File: config.mk
export PLATFORM = sky130hd
export DESIGN_NAME = npc_ft_gate_sel
export DESIGN_NICKNAME = d
export VERILOG_FILES = /design/src/rtl/npc_ft_pkg.sv /design/src/rtl/npc_fault_latch.sv /design/src/rtl/npc_state_remap.sv /design/src/rtl/npc_leg_drive.sv /design/src/rtl/npc_ft_gate_sel.sv
export SDC_FILE = /design/constraint.sdc
export NUM_CORES = 1
export LEC_CHECK = 0
export BUFFER_PORTS_ARGS = -buffer_cell sky130_fd_sc_hd__buf_2
export CAP_MARGIN = 20
export CELL_PAD_IN_SITES_DETAIL_PLACEMENT = 1
export CELL_PAD_IN_SITES_GLOBAL_PLACEMENT = 2
export CORE_MARGIN = 2
export CORE_UTILIZATION = 30
export CTS_CLUSTER_DIAMETER = 200
export CTS_CLUSTER_SIZE = 10
export DETAILED_ROUTE_END_ITERATION = 10
export PLACE_DENSITY_LB_ADDON = 0.1
export SETUP_SLACK_MARGIN = 0.05
export SLEW_MARGIN = 20
export SYNTH_ARGS = -nofsm -noshare
export SYNTH_HDL_FRONTEND = slang
export SYNTH_SLANG_ARGS = --single-unit
export TNS_END_PERCENT = 50
File: constraint.sdc
create_clock -name clk -period 3 [get_ports clk]
set_clock_uncertainty 0.15 [all_clocks]
set_input_delay 0.3 -clock clk [delete_from_list [all_inputs] [get_ports clk]]
set_output_delay 0.3 -clock clk [all_outputs]
set_load 0.005 [all_outputs]
File: src/rtl/npc_ft_pkg.sv
package npc_ft_pkg;

  localparam int LEG_GATES   = 4;
  localparam int N_LEGS      = 2;
  localparam int N_BYP       = 4;
  localparam int N_GATES     = N_LEGS * LEG_GATES + N_BYP;
  localparam int MAX_STATE   = 17;
  localparam int ID_W        = $clog2(MAX_STATE + 1);
  localparam int MAX_HEALTHY = 9;
  localparam int FLT_FIRST   = 1;
  localparam int FLT_LAST    = 10;

  typedef enum logic [1:0] {
    LEG_OFF,
    LEG_POS,
    LEG_MID,
    LEG_NEG
  } leg_lvl_e;

  typedef enum logic [3:0] {
    FLT_NONE    = 4'd0,
    FLT_CLAMP_A = 4'd1,
    FLT_CLAMP_B = 4'd2,
    FLT_A1      = 4'd3,
    FLT_A2      = 4'd4,
    FLT_A3      = 4'd5,
    FLT_A4      = 4'd6,
    FLT_B1      = 4'd7,
    FLT_B2      = 4'd8,
    FLT_B3      = 4'd9,
    FLT_B4      = 4'd10
  } fault_e;

  typedef struct packed {
    leg_lvl_e           leg_a;
    leg_lvl_e           leg_b;
    logic [N_BYP-1:0]   byp;
  } state_plan_t;

  // Per-state leg levels; terminal level = level(A) - level(B).
  function automatic state_plan_t plan_of(input logic [ID_W-1:0] id);
    state_plan_t p;
    p = '{leg_a: LEG_OFF, leg_b: LEG_OFF, byp: '0};
    case (id)
      5'd1:  p = '{leg_a: LEG_POS, leg_b: LEG_NEG, byp: 4'b0000};
      5'd2:  p = '{leg_a: LEG_POS, leg_b: LEG_MID, byp: 4'b0000};
      5'd3:  p = '{leg_a: LEG_MID, leg_b: LEG_NEG, byp: 4'b0000};
      5'd4:  p = '{leg_a: LEG_POS, leg_b: LEG_POS, byp: 4'b0000};
      5'd5:  p = '{leg_a: LEG_MID, leg_b: LEG_MID, byp: 4'b0000};
      5'd6:  p = '{leg_a: LEG_NEG, leg_b: LEG_NEG, byp: 4'b0000};
      5'd7:  p = '{leg_a: LEG_MID, leg_b: LEG_POS, byp: 4'b0000};
      5'd8:  p = '{leg_a: LEG_NEG, leg_b: LEG_MID, byp: 4'b0000};
      5'd9:  p = '{leg_a: LEG_NEG, leg_b: LEG_POS, byp: 4'b0000};
      5'd10: p = '{leg_a: LEG_OFF, leg_b: LEG_NEG, byp: 4'b1000};
      5'd11: p = '{leg_a: LEG_OFF, leg_b: LEG_MID, byp: 4'b1000};
      5'd12: p = '{leg_a: LEG_OFF, leg_b: LEG_POS, byp: 4'b0100};
      5'd13: p = '{leg_a: LEG_OFF, leg_b: LEG_MID, byp: 4'b0100};
      5'd14: p = '{leg_a: LEG_NEG, leg_b: LEG_OFF, byp: 4'b0010};
      5'd15: p = '{leg_a: LEG_MID, leg_b: LEG_OFF, byp: 4'b0010};
      5'd16: p = '{leg_a: LEG_POS, leg_b: LEG_OFF, byp: 4'b0001};
      5'd17: p = '{leg_a: LEG_MID, leg_b: LEG_OFF, byp: 4'b0001};
      default: ;
    endcase
    return p;
  endfunction

endpackage

File: src/rtl/npc_fault_latch.sv
module npc_fault_latch
  import npc_ft_pkg::*;
#(
  parameter int FAULT_W = 4
) (
  input  logic               clk,
  input  logic               rst,
  input  logic               vld,
  input  logic [FAULT_W-1:0] code,
  output fault_e             eff,
  output logic               active
);

  logic   hit;
  fault_e held;

  assign hit = vld && (code >= FAULT_W'(FLT_FIRST)) && (code <= FAULT_W'(FLT_LAST));

  always_ff @(posedge clk) begin
    if (rst) begin
      held   <= FLT_NONE;
      active <= 1'b0;
    end else if (!active && hit) begin
      held   <= fault_e'(code[3:0]);
      active <= 1'b1;
    end
  end

  // A fresh report takes effect in its own cycle.
  always_comb begin
    if (active)   eff = held;
    else if (hit) eff = fault_e'(code[3:0]);
    else          eff = FLT_NONE;
  end

endmodule

File: src/rtl/npc_state_remap.sv
module npc_state_remap
  import npc_ft_pkg::*;
(
  input  fault_e          flt,
  input  logic [ID_W-1:0] st,
  output logic [ID_W-1:0] mapped
);

  always_comb begin
    mapped = st;
    case (flt)
      FLT_CLAMP_A:
        case (st)
          5'd3: mapped = 5'd2;
          5'd5: mapped = 5'd4;
          5'd7: mapped = 5'd8;
          default: ;
        endcase
      FLT_CLAMP_B:
        case (st)
          5'd2: mapped = 5'd3;
          5'd5: mapped = 5'd4;
          5'd8: mapped = 5'd7;
          default: ;
        endcase
      FLT_A1:
        case (st)
          5'd1: mapped = 5'd10;
          5'd2: mapped = 5'd11;
          5'd4: mapped = 5'd5;
          default: ;
        endcase
      FLT_A2:
        case (st)
          5'd1: mapped = 5'd10;
          5'd2: mapped = 5'd11;
          5'd3: mapped = 5'd11;
          5'd4: mapped = 5'd6;
          5'd5: mapped = 5'd6;
          5'd7: mapped = 5'd8;
          default: ;
        endcase
      FLT_A3:
        case (st)
          5'd3: mapped = 5'd2;
          5'd5: mapped = 5'd4;
          5'd6: mapped = 5'd4;
          5'd7: mapped = 5'd13;
          5'd8: mapped = 5'd13;
          5'd9: mapped = 5'd12;
          default: ;
        endcase
      FLT_A4:
        case (st)
          5'd6: mapped = 5'd4;
          5'd8: mapped = 5'd13;
          5'd9: mapped = 5'd12;
          default: ;
        endcase
      FLT_B1:
        case (st)
          5'd4: mapped = 5'd5;
          5'd7: mapped = 5'd15;
          5'd9: mapped = 5'd14;
          default: ;
        endcase
      FLT_B2:
        case (st)
          5'd2: mapped = 5'd3;
          5'd4: mapped = 5'd6;
          5'd5: mapped = 5'd6;
          5'd7: mapped = 5'd15;
          5'd8: mapped = 5'd15;
          5'd9: mapped = 5'd14;
          default: ;
        endcase
      FLT_B3:
        case (st)
          5'd1: mapped = 5'd16;
          5'd2: mapped = 5'd17;
          5'd3: mapped = 5'd17;
          5'd5: mapped = 5'd4;
          5'd6: mapped = 5'd4;
          5'd8: mapped = 5'd7;
          default: ;
        endcase
      FLT_B4:
        case (st)
          5'd1: mapped = 5'd16;
          5'd3: mapped = 5'd17;
          5'd6: mapped = 5'd4;
          default: ;
        endcase
      default: ;
    endcase
  end

endmodule

File: src/rtl/npc_leg_drive.sv
module npc_leg_drive
  import npc_ft_pkg::*;
(
  input  leg_lvl_e             lvl,
  output logic [LEG_GATES-1:0] g
);

  // Bits ordered top switch first; inner pair conducts for the mid level.
  always_comb begin
    case (lvl)
      LEG_POS: g = 4'b1100;
      LEG_MID: g = 4'b0110;
      LEG_NEG: g = 4'b0011;
      default: g = 4'b0000;
    endcase
  end

endmodule

File: src/rtl/npc_ft_gate_sel.sv
module npc_ft_gate_sel
  import npc_ft_pkg::*;
#(
  parameter int STATE_W = 4,
  parameter int FAULT_W = 4
) (
  input  logic               clk,
  input  logic               rst,
  input  logic [STATE_W-1:0] req_state,
  input  logic               fault_vld,
  input  logic [FAULT_W-1:0] fault_code,
  output logic [11:0]        gate,
  output logic               state_err,
  output logic               ft_active
);

  fault_e              eff_fault;
  logic                in_range;
  logic [ID_W-1:0]     req_id;
  logic [ID_W-1:0]     sub_id;
  state_plan_t         plan;
  leg_lvl_e            leg_lvl  [N_LEGS];
  logic [LEG_GATES-1:0] leg_gate [N_LEGS];
  logic [N_GATES-1:0]  gate_d;
  logic [N_GATES-1:0]  gate_q;
  logic                err_q;

  npc_fault_latch #(.FAULT_W(FAULT_W)) u_latch (
    .clk    (clk),
    .rst    (rst),
    .vld    (fault_vld),
    .code   (fault_code),
    .eff    (eff_fault),
    .active (ft_active)
  );

  assign in_range = (req_state != '0) && (req_state <= STATE_W'(MAX_HEALTHY));
  assign req_id   = ID_W'(req_state);

  npc_state_remap u_remap (
    .flt    (eff_fault),
    .st     (req_id),
    .mapped (sub_id)
  );

  assign plan       = plan_of(sub_id);
  assign leg_lvl[0] = plan.leg_a;
  assign leg_lvl[1] = plan.leg_b;

  for (genvar i = 0; i < N_LEGS; i++) begin : g_leg
    npc_leg_drive u_leg (
      .lvl (leg_lvl[i]),
      .g   (leg_gate[i])
    );
  end

  assign gate_d = {leg_gate[0], leg_gate[1], plan.byp};

  always_ff @(posedge clk) begin
    if (rst) begin
      gate_q <= '0;
      err_q  <= 1'b0;
    end else begin
      gate_q <= in_range ? gate_d : '0;
      err_q  <= !in_range;
    end
  end

  assign gate      = gate_q;
  assign state_err = err_q;

endmodule

## Word-level counts from Yosys, hierarchy flattened

Index checks and enable logic that the tools add are counted.

| operators by class | value |
|---|---|
| order comparisons | 3 |
| equal/unequal tests | 42 |
| multiplexer cells | 16 |
| bitwise logic cells | 1 |
| reductions and logical operators | 12 |

Operators by type and width:

| cell | number |
|---|---|
| $pmux 8 s17 | 1 |
| $pmux 4 s3 | 7 |
| $pmux 5 s10 | 1 |
| $pmux 4 s4 | 3 |
| $eq 5x4->1 const B | 8 |
| $eq 4x3->1 const B | 8 |
| $eq 4x4->1 const B | 5 |
| $eq 5x3->1 const B | 4 |
| $pmux 5 s4 | 1 |
| $eq 4x2->1 const B | 4 |
| $pmux 5 s3 | 1 |
| $eq 5x2->1 const B | 2 |
| $eq 5x5->1 const B | 2 |
| $reduce_or 2->1 | 5 |
| $eq 2x2->1 const B | 4 |
| $eq 4x1->1 const B | 2 |
| $le 4x4->1 const B | 2 |
| $mux 4 | 2 |
| $eq 5x1->1 const B | 1 |
| $eq 2x1->1 const B | 2 |
| $ge 4x1->1 const B | 1 |
| $logic_and 1x1->1 | 4 |
| $reduce_bool 4->1 | 1 |
| $logic_not 1->1 | 2 |
| $not 1->1 | 1 |

| word-level totals | value |
|---|---|
| bits in registers | 18 |
| output and inout port bits | 14 |
| logic and storage cells | 78 |

## Logic depth before layout (Yosys ltp)

Gate-level depths: netlist of run 1.

| logic depth | value |
|---|---|
| depth after elaboration | 11 |
| depth in mapped cells | 15 |
| gate-level depth less buffers | 11 |

## Modules after synthesis

From an unflattened synthesis of run 1, not the netlist that was laid out.

| unflattened totals | value |
|---|---|
| cell total of the unflattened synthesis | 277 |
| area total of the unflattened synthesis | 2100.8 sq um |

By module, submodules not included:

| module | times used | cells an instance | area an instance (sq um) | seq. area each (sq um) |
|---|---|---|---|---|
| npc_state_remap | 1 | 174 | 1073.5 | 0.0 |
| npc_ft_gate_sel | 1 | 63 | 609.3 | 260.2 |
| npc_fault_latch | 1 | 26 | 282.8 | 100.1 |
| npc_leg_drive | 2 | 7 | 67.6 | 0.0 |

## Least setup slack after synthesis of run 1

Ideal clock, no wire load.

| path | value |
|---|---|
| path kind | register to register |
| start | register u_latch.active |
| end | register gate_q[5] (netlist: gate[5]) |
| setup time | 0.095 ns |
| arrival time | 2.833 ns |
| setup slack | -0.078 ns |
| cell stages (with the launch flop) | 14 |
| buffers on the path | 2 |
| path through | dfxtp_1 > nand3b_1 > o22a_1 > buf_2 > nor3_2 > nor4_1 > a211o_1 > buf_2 > nand2_1 > o21ai_1 > a221oi_1 > ha_1 > o211ai_1 > a221oi_1 |

| between the ends | value |
|---|---|
| cells in the longest elaborated chain, start to end | 7 |

Ends and longest elaborated chain:

| what | line | source |
|---|---|---|
| start: declaration | npc_fault_latch.sv:11 | `output logic active` |
| start signal: assignment | npc_fault_latch.sv:22 | `active <= 1'b0;` |
| start signal: assignment | npc_fault_latch.sv:25 | `active <= 1'b1;` |
| $mux 4 (*) | npc_fault_latch.sv:31 | `if (active) eff = held;` |
| $eq 4x4->1, or another cell as far along | npc_state_remap.sv:11 | `case (flt)` |
| $pmux 5 s10 (*) | npc_state_remap.sv:11 |  |
| $eq 5x5->1, or another cell as far along | npc_ft_pkg.sv:44 | `case (id)` |
| $pmux 8 s17 (*) | npc_ft_pkg.sv:44 |  |
| $eq 2x2->1 or $eq 2x1->1 (tied branches) | npc_leg_drive.sv:10 | `case (lvl)` |
| $pmux 4 s3 (*) | npc_leg_drive.sv:10 |  |
| end signal: assignment | npc_ft_gate_sel.sv:64 | `gate_q <= in_range ? gate_d : '0;` |
| end: declaration | npc_ft_gate_sel.sv:25 | `logic [N_GATES-1:0] gate_q;` |

Mark *: on every way between the ends. The rest lies on a longest branch, timed or not.
A chain may end at the register's enable or synchronous reset.

## Worst setup path after layout of run 1

Same ends and word-level chain as after synthesis.

==> impl_metrics.py, run 1 <==
metrics = {
    "clock_tree": {
        "insertion_delay_ns": 0.24,
        "cts_max_level": 1,
        "cts-buffers-inserted": 3,
        "cts_tree": "built",
        "clk_root_buffer_cell": "clkbuf_8",
        "cts_num_sinks": 18,
        "clk_pin_slew_ns": 0.07,
        "cts_buffer_depth": 2,
    },
    "timing": {
        "hold_viol_final": 0,
        "hold_ws_ns": 0.1697,
        "fin_crit_sh_pct": 107.5,
        "max_slew_margin_pct": 66.22,
        "fmax_ghz": 0.3101,
        "drv_slew": 0,
        "rsz0062_at_grt": "yes",
        "fin_crit_ns": 3.225,
        "fin_ws_ns": -0.2251,
        "tightestPinTransition_ns": 0.5055,
        "setup-violations-final": 6,
    },
    "placed_design": {
        "dp_hpwl_mm": 6.519,
        "placedCellCount": 434,
        "globalplace.congestion": 0.8860,
        "portBuffers": 24,
    },
    "hold_path": {
        "hp-class": "input pin to register",
        "min_from": "rst",
    },
    "floorplanning": {
        "ioPinCount": 25,
        "fp.dieArea_sq_um": 7185,
        "chipHeight_microns": 84.77,
        "num_rows": 29,
        "core_sq_um": 6314,
        "start_util_pct": 30.99,
        "die_w_microns": 84.77,
    },
    "finish": {
        "stdcell_count": 457,
        "postLayoutCoreUtil_pct": 53.92,
        "final_common_cell": "buf_4",
        "fillers": 785,
        "syn_to_final_growth_pct": 73.98,
        "layout_common_cells": "98 x buf_4, 24 x buf_2, 22 x nor2_1",
        "nets": 396,
        "drive_above_1_share_pct": 55.53,
        "antenna_cells": 0,
    },
    "critical_path": {
        "endpoint_kind": "register",
        "crit_fanout": 7,
        "r2r_start": "u_latch.active$_SDFFE_PP0P_",
        "r2r_end": "gate[5]$_SDFF_PP0_",
        "cp.arrival_ns": 3.19,
        "worstPathRequired_ns": 2.97,
        "crit_start": "u_latch.active$_SDFFE_PP0P_",
        "crit_type": "register to register",
        "r2r_slack_ns": -0.23,
        "ff2ff_path_depth": 12,
        "cp-start-kind": "register",
        "crit_end": "gate[5]$_SDFF_PP0_",
    },
    "detailed_routing": {
        "drtIter0Drc": 122,
        "drc_errors": 0,
        "dr_wl_met2_mm": 4.333,
        "top_layer_used": "met4",
        "vias_per_cell": 5.722,
        "m1WireLength_mm": 4.222,
        "drt_first_pass_iters": 4,
        "routedWlPerCell_microns": 19.71,
        "num_vias": 2615,
        "routed-wl-met3_microns": 350,
        "ant_nets": 0,
        "wirelength_mm": 9.009,
    },
    "synthesis": {
        "syn_area_per_cell_sq_um": 7.526,
        "ys_seq_area_share_pct": 18.41,
        "synth_ff_type": "dfxtp_1",
        "syn-cell-area_sq_um": 1957,
        "ys_ff_latch": 18,
        "synth_warnings": 0,
        "synth_edf_count": 0,
        "synth.net_count": 275,
        "async_flop_share_pct": 0,
        "syn_inst": 260,
        "synth_cell_types": 73,
    },
    "global_route": {
        "grt_pass1_wl_mm": 14.57,
        "grt-ovfl-total": 0,
        "antenna_found_initial": 0,
        "gr-usage-all-layers_pct": 24.73,
        "grt_start_max_net_pins": 14,
        "grt_pass1_vias": 2765,
    },
    "status": {
        "violations": "setup timing",
        "status": "finished, violations left",
    },
    "pwr": {
        "power.density_nw_per_um2": 350.5,
        "p_leak_nw": 1.404,
        "peakVddDrop_mv": 0.2822,
    },
    "job": {
        "cap_violations": 0,
    },
}
state kept, by name, summed over array words and instances, names as in the netlist:
| register | flops |
|---|---|
| u_latch.active | 1 |
| u_latch.held | 4 |
| state_err | 1 |
| gate | 12 |
worst min-delay path by stage:
stage | slack, ns | cells after the start | endpoint
2_1_floorplan | 0.21 | 1 | u_latch.active$_SDFFE_PP0P_
3_3_place_gp | 0.36 | 2 | u_latch.held[0]$_SDFFE_PP0P_
3_5_place_dp | 0.37 | 2 | u_latch.held[0]$_SDFFE_PP0P_
4_1_cts | 0.16 | 2 | u_latch.held[3]$_SDFFE_PP0P_
5_1_grt | 0.20 | 2 | state_err$_SDFF_PP0_
6_report | 0.17 | 2 | state_err$_SDFF_PP0_
timing repair:
| action | CTS | global route |
|---|---|---|
| setup buffers | 13 | 5 |
| hold buffers | 0 | 0 |
| pin swaps | 32 | 20 |
| cloned | 1 | 0 |
| gates resized for setup | 52 | 27 |
| setup endpoints to repair | 7 | 10 |
cell type report:
type,instances,area (sq um),share of cell area (%)
Clock buffer,4,55.05,1.617
Inverter,4,15.01,0.4410
Multi-Input combinational cell,219,1854,54.47
Sequential cell,18,364.1,10.69
Tap cell,77,96.34,2.830
Timing Repair Buffer,135,1020,29.95
synth_stat cells (4+ instances only):
cell type | n | area share (%)
a21oi_1 | 18 | 4.6
a31oi_1 | 4 | 1.3
nor3_1 | 13 | 3.3
nor2_1 | 25 | 4.8
inv_1 | 4 | 0.77
nand2b_1 | 5 | 1.6
nor4_1 | 5 | 1.6
a211oi_1 | 4 | 1.5
buf_2 | 10 | 2.6
nand4_1 | 4 | 1.3
dfxtp_1 | 18 | 18
o21ai_0 | 15 | 3.8
clkbuf_1 | 4 | 0.77
nand3_1 | 7 | 1.8
o211ai_1 | 5 | 1.9
ha_1 | 4 | 2.6
nand2_1 | 23 | 4.4
o22ai_1 | 4 | 1.3
cells by family (layout without fill, tap and decap cells):
| group | count (synthesis) | after routing | synth area share (%) |
|---|---|---|---|
| flops | 18 | 18 | 18.41 |
| simple gates | 109 | 109 | 30.44 |
| fa+ha+maj | 4 | 4 | 2.558 |
| xor+xnor | 3 | 3 | 1.343 |
| buf+inv | 24 | 143 | 6.393 |
| mux | 1 | 1 | 0.5115 |
| compound gates | 101 | 102 | 40.35 |
through the flow:
stage	instance area [sq um]	setup WS (ns)	total power, W	setup TNS (ns)
2_1_floorplan	2008	-0.007588	0.0005918	-0.007588
3_3_place_gp	2831	-0.3563	0.0008195	-1.667
3_5_place_dp	2831	-0.3868	0.0008290	-1.679
4_1_cts	3237	-0.1158	0.001114	-0.3880
5_1_grt	3405	-0.3552	0.001264	-1.736
6_report	3405	-0.2251	0.001193	-0.7370
power breakdown:
part | switching [W] | internal, W
registers | 0.00000921 | 0.000261
clock network | 0.0000739 | 0.000116
logic | 0.000374 | 0.000358
per-layer routing:
metal / track usage (%) / vias to the layer above
li1: - / 1259
met1: 34.80 / 1271
met2: 41.66 / 75
met3: 1.868 / 10
met4: 4.762 / 0
met5: 0 / -
critical path: stages, from the launching register on:
cell      delay, ns
dfxtp_4        0.38
nand3b_1       0.29
o211ai_4       0.33
buf_6          0.15
o32a_1         0.20
o211a_2        0.25
o221ai_4       0.18
buf_6          0.18
o211ai_1       0.30
o31ai_2        0.12
ha_2           0.23
o211ai_1       0.24
a221oi_2       0.10
(Power assumes the default switching activity.)
==> run 2, diff against run 1 <==
clock period = 2.7 ns   (was 3 ns; I/O delays follow)
==> run 2 against run 1 <==
The run still ends with setup timing left. Highest routed layer unchanged. Via count rose by 4.4%. Utilization rose by 1.2 points. Final area rose by 2.2%. First-iteration DRC count fell by 1.6%. Flip-flop and latch count did not move. Non-clock buffer count rose by 13. Critical path type unchanged. Count of clock-buffer cells in the layout did not move. Clock power rose by 18%. Critical endpoint unchanged.
==> impl_metrics.py, run 2 (synthesis gave the netlist of run 1 again) <==
metrics = {
    "status": {
        "status": "finished, violations left",
        "violations": "setup timing",
    },
    "pwr": {
        "p_leak_nw": 1.459,
        "peakVddDrop_mv": 0.2814,
        "power_w": 0.001359,
        "power.density_nw_per_um2": 390.6,
    },
    "detailed_routing": {
        "routedWlPerCell_microns": 20.07,
        "vias_per_cell": 5.809,
        "drt_first_pass_iters": 4,
        "wirelength_mm": 9.431,
        "drc_errors": 0,
        "num_vias": 2730,
        "ant_nets": 0,
        "drtIter0Drc": 120,
    },
    "hold_path": {
        "hp-class": "input pin to register",
        "min_delay_path_depth": 2,
    },
    "finish": {
        "largest_reg_flops": 12,
        "fillers": 793,
        "multi_input_area_sq_um": 1844,
        "final_common_cell": "buf_4",
        "syn_to_final_growth_pct": 77.81,
        "drive_above_1_share_pct": 57.51,
        "postLayoutCoreUtil_pct": 55.11,
        "layout_common_cells": "112 x buf_4, 24 x buf_2, 21 x nor2_1",
        "nets": 409,
        "antenna_cells": 0,
        "stdcell_count": 470,
        "final-seq-area_sq_um": 364.1,
    },
    "timing": {
        "max_slew_margin_pct": 65.74,
        "fmax_ghz": 0.3149,
        "rsz0062_at_grt": "yes",
        "tightestPinTransition_ns": 0.5086,
        "setup-violations-final": 10,
        "hold_viol_final": 0,
        "fin_crit_ns": 3.176,
        "drv_slew": 0,
        "fin_crit_sh_pct": 117.6,
        "final.setup.tns_ns": -3.296,
        "fin_ws_ns": -0.4759,
    },
    "placed_design": {
        "dp_hpwl_mm": 6.502,
        "placedCellCount": 442,
        "portBuffers": 24,
        "globalplace.congestion": 0.9021,
    },
    "floorplanning": {
        "chipHeight_microns": 84.77,
        "fp.dieArea_sq_um": 7185,
        "start_util_pct": 30.99,
        "num_rows": 29,
        "die_w_microns": 84.77,
        "ioPinCount": 25,
        "core_sq_um": 6314,
    },
    "global_route": {
        "antenna_found_initial": 0,
        "grt-ovfl-total": 0,
        "grt_pass1_vias": 2829,
        "gr-usage-all-layers_pct": 25.90,
        "grt_start_max_net_pins": 13,
        "grt_pass1_wl_mm": 14.89,
    },
    "critical_path": {
        "cp.arrival_ns": 3.19,
        "ff2ff_path_depth": 15,
        "endpoint_kind": "register",
        "cp-start-kind": "register",
        "crit_type": "register to register",
        "crit_fanout": 8,
        "worstPathRequired_ns": 2.71,
    },
    "job": {
        "cap_violations": 0,
    },
    "clock_tree": {
        "insertion_delay_ns": 0.25,
        "cts_num_sinks": 18,
        "clk_pin_slew_ns": 0.07,
        "cts-buffers-inserted": 3,
        "cts_buffer_depth": 2,
        "cts-hold-fix-buffers": 0,
        "cts_tree": "built",
        "clk_root_buffer_cell": "clkbuf_8",
        "cts_max_level": 1,
    },
}
run 2: cell types whose count changed in the layout (fill, tap and decap cells not counted), sizes merged:
| cell | before | now |
|---|---|---|
| buf | 135 | 148 |
| o21a | 3 | 4 |
| o22a | 3 | 2 |
run 2: where the power goes:
part | switching, W | leakage, nW | internal, W
Sequential | 0.0000111 | 0.148 | 0.000290
Combinational | 0.000419 | 1.28 | 0.000415
Clock | 0.0000942 | 0.0288 | 0.000130
run 2: path summary, 6_finish.rpt:
check	startpoint	to	slack, ns
hold reg to reg	u_latch.held[1]$_SDFFE_PP0P_	u_latch.held[1]$_SDFFE_PP0P_	0.49
setup reg to reg	u_latch.active$_SDFFE_PP0P_	gate[5]$_SDFF_PP0_	-0.48
hold / removal	rst	state_err$_SDFF_PP0_	0.11
setup / recovery	u_latch.active$_SDFFE_PP0P_	gate[5]$_SDFF_PP0_	-0.48
run 2: final cells by class:
type / count / share of cell area [%]
Inverter: 4 / 0.4315
Sequential cell: 18 / 10.46
Multi-Input combinational cell: 219 / 53.00
Tap cell: 77 / 2.769
Clock buffer: 4 / 1.582
Timing Repair Buffer: 148 / 31.75
run 2: worst max-delay path: stages, from the launching register on:
cell,delay (ns)
dfxtp_4,0.40
buf_4,0.16
nand2_2,0.09
o21a_4,0.25
buf_4,0.15
nor3_4,0.22
buf_4,0.14
o21a_1,0.15
o32ai_4,0.12
buf_4,0.17
nand3_1,0.13
o21ai_2,0.10
a221oi_2,0.27
ha_2,0.24
o211ai_1,0.08
a221oi_1,0.27
run 2: per-stage QoR:
stage	instance area (sq um)	worst slack (ns)	hold WS (ns)
global placement	2875	-0.5914	0.3753
global route	3480	-0.6365	0.1218
floorplan	2004	-0.3063	0.1794
finish	3480	-0.4759	0.1142
detailed placement	2875	-0.6793	0.3904
CTS	3338	-0.4148	0.1188
run 2: timing repair:
| action | CTS | global route |
|---|---|---|
| endpoints found under the setup margin | 12 | 12 |
| resized for setup | 61 | 22 |
| buffers inserted | 16 | 7 |
| gates cloned | 1 | 0 |
| pin swaps | 29 | 19 |
run 2: layer usage:
layer,vias up,track usage (%),wire [microns]
li1,1285,-,-
met1,1361,35.85,4248
met2,72,42.81,4598
met3,12,1.672,433
met4,0,8.514,150
met5,-,0,0
